$ cat src/rtl/kpc_pkg.sv
package kpc_pkg;

   typedef enum logic [1:0] {
      MOVE_NONE = 2'd0,
      MOVE_UP   = 2'd1,
      MOVE_DOWN = 2'd2
   } move_e;

   function automatic int unsigned pos_bits(input int unsigned top_val);
      return (top_val < 2) ? 1 : $clog2(top_val + 1);
   endfunction

endpackage

$ cat src/rtl/kpc_sync.sv
module kpc_sync #(
   parameter int unsigned WIDTH  = 2,
   parameter int unsigned STAGES = 2
) (
   input  logic             clk,
   input  logic             rst,
   input  logic [WIDTH-1:0] d_i,
   output logic [WIDTH-1:0] q_o
);

   if (STAGES < 1) begin : g_bad_stages
      $error("kpc_sync: STAGES must be at least 1");
   end
   if (WIDTH < 1) begin : g_bad_width
      $error("kpc_sync: WIDTH must be at least 1");
   end

   logic [WIDTH-1:0] chain_q [STAGES];

   for (genvar s = 0; s < STAGES; s++) begin : g_stage
      if (s == 0) begin : g_first
         always_ff @(posedge clk) begin
            if (rst) chain_q[s] <= '0;
            else     chain_q[s] <= d_i;
         end
      end else begin : g_next
         always_ff @(posedge clk) begin
            if (rst) chain_q[s] <= '0;
            else     chain_q[s] <= chain_q[s-1];
         end
      end
   end

   assign q_o = chain_q[STAGES-1];

endmodule

$ cat src/rtl/kpc_contact_filter.sv
module kpc_contact_filter #(
   parameter bit IS_DIR = 1'b0
) (
   input  logic clk,
   input  logic rst,
   input  logic own_i,
   input  logic other_i,
   output logic flt_o
);

   logic flt_d;

   if (IS_DIR == 1'b0) begin : g_edge_rule
      // equal levels decide, mixed levels keep
      always_comb begin
         flt_d = flt_o;
         if (own_i == other_i) flt_d = own_i;
      end
   end else begin : g_dir_rule
      // mixed levels decide, equal levels keep
      always_comb begin
         flt_d = flt_o;
         if (own_i != other_i) flt_d = own_i;
      end
   end

   always_ff @(posedge clk) begin
      if (rst) flt_o <= 1'b0;
      else     flt_o <= flt_d;
   end

endmodule

$ cat src/rtl/kpc_step_detect.sv
module kpc_step_detect
   import kpc_pkg::*;
(
   input  logic  clk,
   input  logic  rst,
   input  logic  edge_flt_i,
   input  logic  dir_flt_i,
   output move_e move_o,
   output logic  edge_dly_o
);

   always_ff @(posedge clk) begin
      if (rst) edge_dly_o <= 1'b0;
      else     edge_dly_o <= edge_flt_i;
   end

   always_comb begin
      move_o = MOVE_NONE;
      if (edge_flt_i && !edge_dly_o) move_o = dir_flt_i ? MOVE_UP : MOVE_DOWN;
   end

endmodule

$ cat src/rtl/kpc_pos_counter.sv
module kpc_pos_counter
   import kpc_pkg::*;
#(
   parameter int unsigned MAX_POS = 80,
   parameter int unsigned PW      = 7
) (
   input  logic          clk,
   input  logic          rst,
   input  move_e         move_i,
   output logic [PW-1:0] pos_o
);

   localparam logic [PW-1:0] TOP = PW'(MAX_POS);

   always_ff @(posedge clk) begin
      if (rst) begin
         pos_o <= '0;
      end else begin
         case (move_i)
            MOVE_UP:   pos_o <= (pos_o >= TOP) ? '0 : pos_o + 1'b1;
            MOVE_DOWN: pos_o <= (pos_o == '0 || pos_o > TOP) ? '0 : pos_o - 1'b1;
            default:   pos_o <= pos_o;
         endcase
      end
   end

endmodule

$ cat src/rtl/kpc_led_decode.sv
module kpc_led_decode #(
   parameter int unsigned LED_N    = 8,
   parameter int unsigned LED_STEP = 10,
   parameter int unsigned PW       = 7
) (
   input  logic             clk,
   input  logic             rst,
   input  logic [PW-1:0]    pos_i,
   output logic [LED_N-1:0] led_o
);

   for (genvar i = 0; i < LED_N; i++) begin : g_mark
      localparam logic [PW-1:0] MARK = PW'(LED_STEP * (i + 1));
      always_ff @(posedge clk) begin
         if (rst) led_o[i] <= 1'b0;
         else     led_o[i] <= (pos_i == MARK);
      end
   end

endmodule

$ cat src/rtl/knob_position_counter.sv
module knob_position_counter #(
   parameter int unsigned MAX_POS     = 80,
   parameter int unsigned LED_N       = 8,
   parameter int unsigned LED_STEP    = 10,
   parameter int unsigned SYNC_STAGES = 2,
   localparam int unsigned PW         = kpc_pkg::pos_bits(MAX_POS)
) (
   input  logic             clk,
   input  logic             rst,
   input  logic             edge_raw_i,
   input  logic             dir_raw_i,
   output logic [PW-1:0]    pos_o,
   output logic [LED_N-1:0] led_o
);

   import kpc_pkg::*;

   if (MAX_POS < 1) begin : g_bad_max
      $error("knob_position_counter: MAX_POS must be at least 1");
   end
   if (LED_N < 1 || LED_STEP < 1) begin : g_bad_led
      $error("knob_position_counter: LED_N and LED_STEP must be at least 1");
   end
   if (LED_N * LED_STEP > MAX_POS) begin : g_bad_marks
      $error("knob_position_counter: top LED mark lies above MAX_POS");
   end

   logic [1:0] sync_q;
   logic       edge_s;
   logic       dir_s;
   logic       edge_flt;
   logic       dir_flt;
   logic       edge_dly;
   move_e      move;

   kpc_sync #(
      .WIDTH  (2),
      .STAGES (SYNC_STAGES)
   ) u_sync (
      .clk (clk),
      .rst (rst),
      .d_i ({dir_raw_i, edge_raw_i}),
      .q_o (sync_q)
   );

   assign edge_s = sync_q[0];
   assign dir_s  = sync_q[1];

   kpc_contact_filter #(.IS_DIR(1'b0)) u_edge_flt (
      .clk     (clk),
      .rst     (rst),
      .own_i   (edge_s),
      .other_i (dir_s),
      .flt_o   (edge_flt)
   );

   kpc_contact_filter #(.IS_DIR(1'b1)) u_dir_flt (
      .clk     (clk),
      .rst     (rst),
      .own_i   (dir_s),
      .other_i (edge_s),
      .flt_o   (dir_flt)
   );

   kpc_step_detect u_step (
      .clk        (clk),
      .rst        (rst),
      .edge_flt_i (edge_flt),
      .dir_flt_i  (dir_flt),
      .move_o     (move),
      .edge_dly_o (edge_dly)
   );

   kpc_pos_counter #(
      .MAX_POS (MAX_POS),
      .PW      (PW)
   ) u_count (
      .clk    (clk),
      .rst    (rst),
      .move_i (move),
      .pos_o  (pos_o)
   );

   kpc_led_decode #(
      .LED_N    (LED_N),
      .LED_STEP (LED_STEP),
      .PW       (PW)
   ) u_leds (
      .clk   (clk),
      .rst   (rst),
      .pos_i (pos_o),
      .led_o (led_o)
   );

endmodule

$ cat config.mk
export PLATFORM = sky130hd
export DESIGN_NAME = knob_position_counter
export DESIGN_NICKNAME = d
export VERILOG_FILES = /design/src/rtl/kpc_pkg.sv /design/src/rtl/kpc_sync.sv /design/src/rtl/kpc_contact_filter.sv /design/src/rtl/kpc_step_detect.sv /design/src/rtl/kpc_pos_counter.sv /design/src/rtl/kpc_led_decode.sv /design/src/rtl/knob_position_counter.sv
export SDC_FILE = /design/constraint.sdc
export NUM_CORES = 1
export LEC_CHECK = 0
export BUFFER_PORTS_ARGS = -buffer_cell sky130_fd_sc_hd__buf_2
export CAP_MARGIN = 20
export CORE_UTILIZATION = 50
export CTS_BUF_LIST = sky130_fd_sc_hd__clkbuf_16
export CTS_CLUSTER_DIAMETER = 50
export DETAILED_ROUTE_END_ITERATION = 7
export PLACE_DENSITY = 0.78
export SLEW_MARGIN = 10
export SYNTH_ARGS = -nofsm -noshare
export SYNTH_HDL_FRONTEND = slang
export SYNTH_HIERARCHICAL = 1
export SYNTH_SLANG_ARGS = --single-unit
$ cat constraint.sdc
create_clock -name clk -period 1.7 [get_ports clk]
set_input_delay 0.085 -clock clk [delete_from_list [all_inputs] [get_ports clk]]
set_output_delay 0.085 -clock clk [all_outputs]
set_load 0.01 [all_outputs]
# Word-level counts from Yosys, hierarchy flattened
# Memories as Yosys holds them, arrays and structs flattened.
# Cells that the tools add are included.
# W data, S select, Z words.
[totals]
mem_bits_rw = 4
wordCells = 46
reg_bits = 18
input_bits = 4
n_memories = 1
romBits = 0
out_inout_bits = 15
latch_bits = 0
[memory_table]
columns = ["memory", "words", "word_bits", "read_ports", "rd_ports_with_merged_regs", "write_ports", "line_no", "text"]
rows = [
  ["u_sync.chain_q", 2, 2, 2, 0, 2, "kpc_sync.sv:18", "logic [WIDTH-1:0] chain_q [STAGES];"],
]
[op_classes]
n_eq_ne = 12
addsub = 2
n_div = 0
shifts = 0
n_reduce_logical = 5
n_bitwise = 2
n_mux = 10
mul = 0
order_cmp = 2
[ops]
columns = ["operator", "n"]
rows = [
  ["$eq A7 B6 Y1 const B", 3],
  ["$eq A7 B5 Y1 const B", 2],
  ["$eq A7 B7 Y1 const B", 2],
  ["$mux W7", 2],
  ["$pmux W7 S2", 1],
  ["$mux W2", 4],
  ["$add A7 B1 Y7 const B", 1],
  ["$eq A7 B4 Y1 const B", 1],
  ["$ge A7 B7 Y1 const B", 1],
  ["$gt A7 B7 Y1 const B", 1],
  ["$logic_not A7 Y1", 1],
  ["$sub A7 B1 Y7 const B", 1],
  ["$mux W1", 3],
  ["$eq A2 B1 Y1 const B", 1],
  ["$eq A2 B2 Y1 const B", 1],
  ["$or A1 B1 Y1", 2],
  ["$reduce_bool A2 Y1", 1],
  ["$eq A1 B1 Y1", 1],
  ["$logic_and A1 B1 Y1", 1],
  ["$logic_not A1 Y1", 1],
  ["$logic_or A1 B1 Y1", 1],
  ["$ne A1 B1 Y1", 1],
]

# Depth between registers and ports, before layout
[depth]
depth_word = 5
ltp_mapped = 8
depth_no_buf = 7

# By module
# The synthesis kept the hierarchy.
[modules_own_cells]
columns = ["module", "seq_area_each_um2", "cells_each", "instances", "area_each_um2"]
rows = [
  ["kpc_pos_counter", 140.1, 86, 1, 688.2],
  ["kpc_led_decode", 160.2, 28, 1, 315.3],
  ["kpc_sync", 80.1, 8, 1, 105.1],
  ["kpc_contact_filter at u_dir_flt", 20.0, 5, 1, 55.1],
  ["kpc_step_detect", 20.0, 4, 1, 47.5],
  ["kpc_contact_filter at u_edge_flt", 20.0, 4, 1, 33.8],
]

# Least setup slack after synthesis
# Ideal clock, no wire load.
[synth_timing]
kind = "reg-to-reg"
from = "reg u_count.pos_o[1]"
to = "reg u_count.pos_o[1]"
t_arrival_ps = 1589
period_less_slack_ps = 1676
path_buffers = 0
slack_ps = 24
path_stages_with_launch = 7
setup_time_ps = 86
t_required_ps = 1614
path_cell_list = "dfxtp_1 inv_1 ha_1 or4b_4 nand3_2 nand3b_2 a221oi_2"
[synth_via]
elab_chain_cells = 4
word_cells_on_any_way = 9
cone_classes = "2 x add/sub; 2 x order compare; 3 x mux; 2 x reduce/logical"
[synth_lines]
columns = ["element", "line_no", "text"]
rows = [
  ["start: declaration", "kpc_pos_counter.sv:10", "output logic [PW-1:0] pos_o"],
  ["start signal: assignment", "kpc_pos_counter.sv:20", "MOVE_UP: pos_o <= (pos_o >= TOP) ? '0 : pos_o + 1'b1;"],
  ["start signal: assignment", "kpc_pos_counter.sv:21", "MOVE_DOWN: pos_o <= (pos_o == '0 || pos_o > TOP) ? '0 : pos_o - 1'b1;"],
  ["start signal: assignment", "kpc_pos_counter.sv:22", "default: pos_o <= pos_o;"],
  ["$gt A7 B7 Y1 or $logic_not A7 Y1 (tied branches)", "kpc_pos_counter.sv:21", ""],
  ["$logic_or A1 B1 Y1", "kpc_pos_counter.sv:21", ""],
  ["$mux W7", "kpc_pos_counter.sv:21", ""],
  ["$pmux W7 S2 *", "kpc_pos_counter.sv:19", "case (move_i)"],
]
# Mark *: on every way between the ends. The rest lies on a longest branch, timed or not.
# A chain may end at the register's enable or synchronous reset.

# Final worst setup path
[layout_timing]
from = "reg u_dir_flt.flt_o"
to = "reg u_count.pos_o[4]"
[layout_via]
elab_chain_cells = 4
word_cells_on_any_way = 6
cone_classes = "2 x eq/ne; 3 x mux; 1 x reduce/logical"
[layout_lines]
columns = ["element", "line_no", "text"]
rows = [
  ["start: declaration", "kpc_contact_filter.sv:8", "output logic flt_o"],
  ["start signal: assignment", "kpc_contact_filter.sv:29", "else flt_o <= flt_d;"],
  ["$mux W2 * (2 in a row)", "kpc_step_detect.sv:19", "if (edge_flt_i && !edge_dly_o) move_o = dir_flt_i ? MOVE_UP : MOVE_DOWN;"],
  ["net move[0]", "knob_position_counter.sv:34", "move_e move;"],
  ["$eq A2 B2 Y1 or $eq A2 B1 Y1 (tied branches)", "kpc_pos_counter.sv:19", ""],
  ["$pmux W7 S2 or $reduce_bool A2 Y1 (tied branches)", "--", ""],
]
# The timed path passes the listed nets; every way through them passes the cells marked *.

==> qor.yml <==
timing:
  min_period_ns: 1.63
  finalHoldViolCount: 0
  drv_slew: 0
  worst_slew_pin_slew_ns: 0.391
  tns_ns: 0
  setup_viol: 0
  fin_crit_sh_pct: 95.7
  rsz0062_at_grt: "no"
  finalClockSkew_ns: 0.00196
  fmax_mhz: 615
  slew_headroom_pct: 73.9
placement:
  place_hpwl_um: 2070
  io_buffer_count: 18
  dpl_cell_area_um2: 1440
  gp_routability_congestion: 0.902
synthesis:
  yosysUniqueCellTypes: 55
  synth_edf_count: 0
  synth_seq_area_share_pct: 35.4
  synth_area_per_cell_um2: 9.22
  syn_area_um2: 1240
  synth.most_common_cell: "dfxtp_1"
  synth_top_area_share_pct: 35.4
  syn_nets: 143
  synthArstFlopShare_pct: 0
  ys_ff_latch: 22
  synth_common_cells: "dfxtp_1, nand2_1"
  synth_cells: 135
  yosys-top-cells-area: "dfxtp_1, ha_1, nor2b_1, nor4_1, a21oi_1"
  ys.flop_type: "dfxtp_1"
  yosysWarningCount: 6
  yosys.area.top_type: "dfxtp_1"
cells_and_area:
  area_growth_pct: 25.5
  seq_area_um2: 442
  layout-drive-gt1-share_pct: 35.4
  fin_nets: 173
  final_area_um2: 1560
  n_antenna_cell: 0
  multi_input_area_um2: 790
  nFillCells: 161
floorplan:
  die_h_um: 51.9
  core_um2: 2280
  die_area_um2: 2690
  initial_core_util_pct: 54.7
  rows: 17
  boundaryPins: 19
  die_x_um: 51.9
worst_setup_path:
  cp_max_fo: 6
  crit_chain: "and3b_1, inv_1, ha_4, nor2_1, mux2_4, a22oi_1, a21oi_1"
  path_delay_family: "flip-flops"
  cp.required_ns: 1.83
  worstPathArrival_ns: 1.75
  slowest_delay_ns: 0.36
  worstSetupPathType: "register to register"
  endpoint_kind: "register"
  crit_path_start_kind: "register"
  cp_num_buf_inv: 1
  cp_slowest_cell: "dfxtp_1"
cts:
  ctsHtreeMaxLevel: 1
  cts_tree: "done"
  cts_buffer_depth: 2
  cts_sinks: 22
  clk_latency_ns: 0.25
  cts-root-buf: "clkbuf_16"
  clkSlewWorstSetupHoldPaths_ns: 0.06
  cts_buffers: 3
  cts.hold.buffers_added: 0
route:
  drc: 0
  drtPass1Iterations: 4
  m1WireLength_um: 1300
  wl_met3_um: 249
  vias_per_cell: 6.18
  drt_iter0_drc: 46
  wire_per_inst_um: 16.5
  wirelength_um: 3170
  dr_total_vias: 1187
  ant_nets: 0
  met2WireLength_um: 1530
  route.top_layer_used: "met4"
power_and_ir_drop:
  finalPower_mw: 1.11
  leakagePower_nw: 0.653
  ir_drop_v: 0.000578
  p_per_area_nw_per_um2: 707
global_route:
  grt_max_degree: 21
  grt_usage_pct: 26.3
  antenna_found_initial: 0
  grt_pass1_vias: 1150
  grt_pass1_wl_um: 5160
  overflow: 0
flow_run:
  drv_cap: 0
min_path:
  min_path_type: "input pin to register"
status:
  status: "finished, final reports clean"
state kept, by name (all words and copies together) (netlist names):
| register | flops |
|---|---|
| u_edge_flt/flt_o | 1 |
| u_count/pos_o | 7 |
| u_step/edge_dly_o | 1 |
| u_leds/led_o | 8 |
| u_dir_flt/flt_o | 1 |
| u_sync/chain_q | 4 |
area by class of cell:
class                      instances  area share, %
multi-input combinational        100           50.5
sequential                        22           28.3
timing repair buffer              32           12.5
clock buffer                       3           4.80
tap                               28           2.24
inverter                           6           1.44
clock inverter                     1          0.240
stage by stage:
stage	hold WS, ns	instances	setup WS [ns]	utilization (%)
final	0.0360	192	0.0727	68.7
after global routing	0.0559	192	0.0107	68.7
after CTS	0.0348	192	0.0273	67.2
after detailed placement	0.299	188	0.00294	63.2
after global placement	0.294	188	0.0832	63.2
after floorplan	0.154	135	0.0242	-
layout by cell type (no fill, tap or decap), drive strengths merged, types with 4 or more instances in the layout:
cell | netlist | final
buf | 5 | 32
nand3 | 7 | 7
nor2 | 6 | 6
dfxtp | 22 | 22
ha | 4 | 4
nand2 | 7 | 7
a21oi | 6 | 6
nand2b | 4 | 4
nor4 | 7 | 7
inv | 6 | 6
nor2b | 5 | 5
cell families after synthesis:
kind of cell	synth area share [%]
mux	2.71
buf+inv	4.82
fa+ha+maj	4.02
xor+xnor	0.704
flops	35.4
simple gates	36.9
compound gates	15.5
metal layers:
layer  track usage [%]  vias up
met2              44.9       65
met4              15.3        0
met1              30.2      552
li1                  -      557
met3              4.68       13
met5                 0        -
final timing paths:
path | from | end | slack [ns] | cells after the start
max | u_dir_flt/flt_o | u_count/pos_o[4] | 0.07 | 7
min | dir_raw_i | u_sync/chain_q[0][1] | 0.04 | 2
max reg2reg | u_dir_flt/flt_o | u_count/pos_o[4] | 0.07 | 7
min reg2reg | u_sync/chain_q[0][0] | u_sync/chain_q[1][0] | 0.44 | 1
report_power, final:
group,switching (mW),internal [mW],total (mW),leakage [nW]
clock network,0.187,0.314,0.501,0.0385
logic,0.0338,0.0312,0.0650,0.435
registers,0.0140,0.525,0.539,0.179
repair_timing:
| item | 4_1_cts | 5_1_grt |
|---|---|---|
| pin swaps | 0 | 2 |
| buffers inserted | 0 | 0 |
| resized for setup | 2 | 6 |
| setup endpoints to repair | 1 | 6 |
No activity file was read; power rests on OpenSTA's default activity.
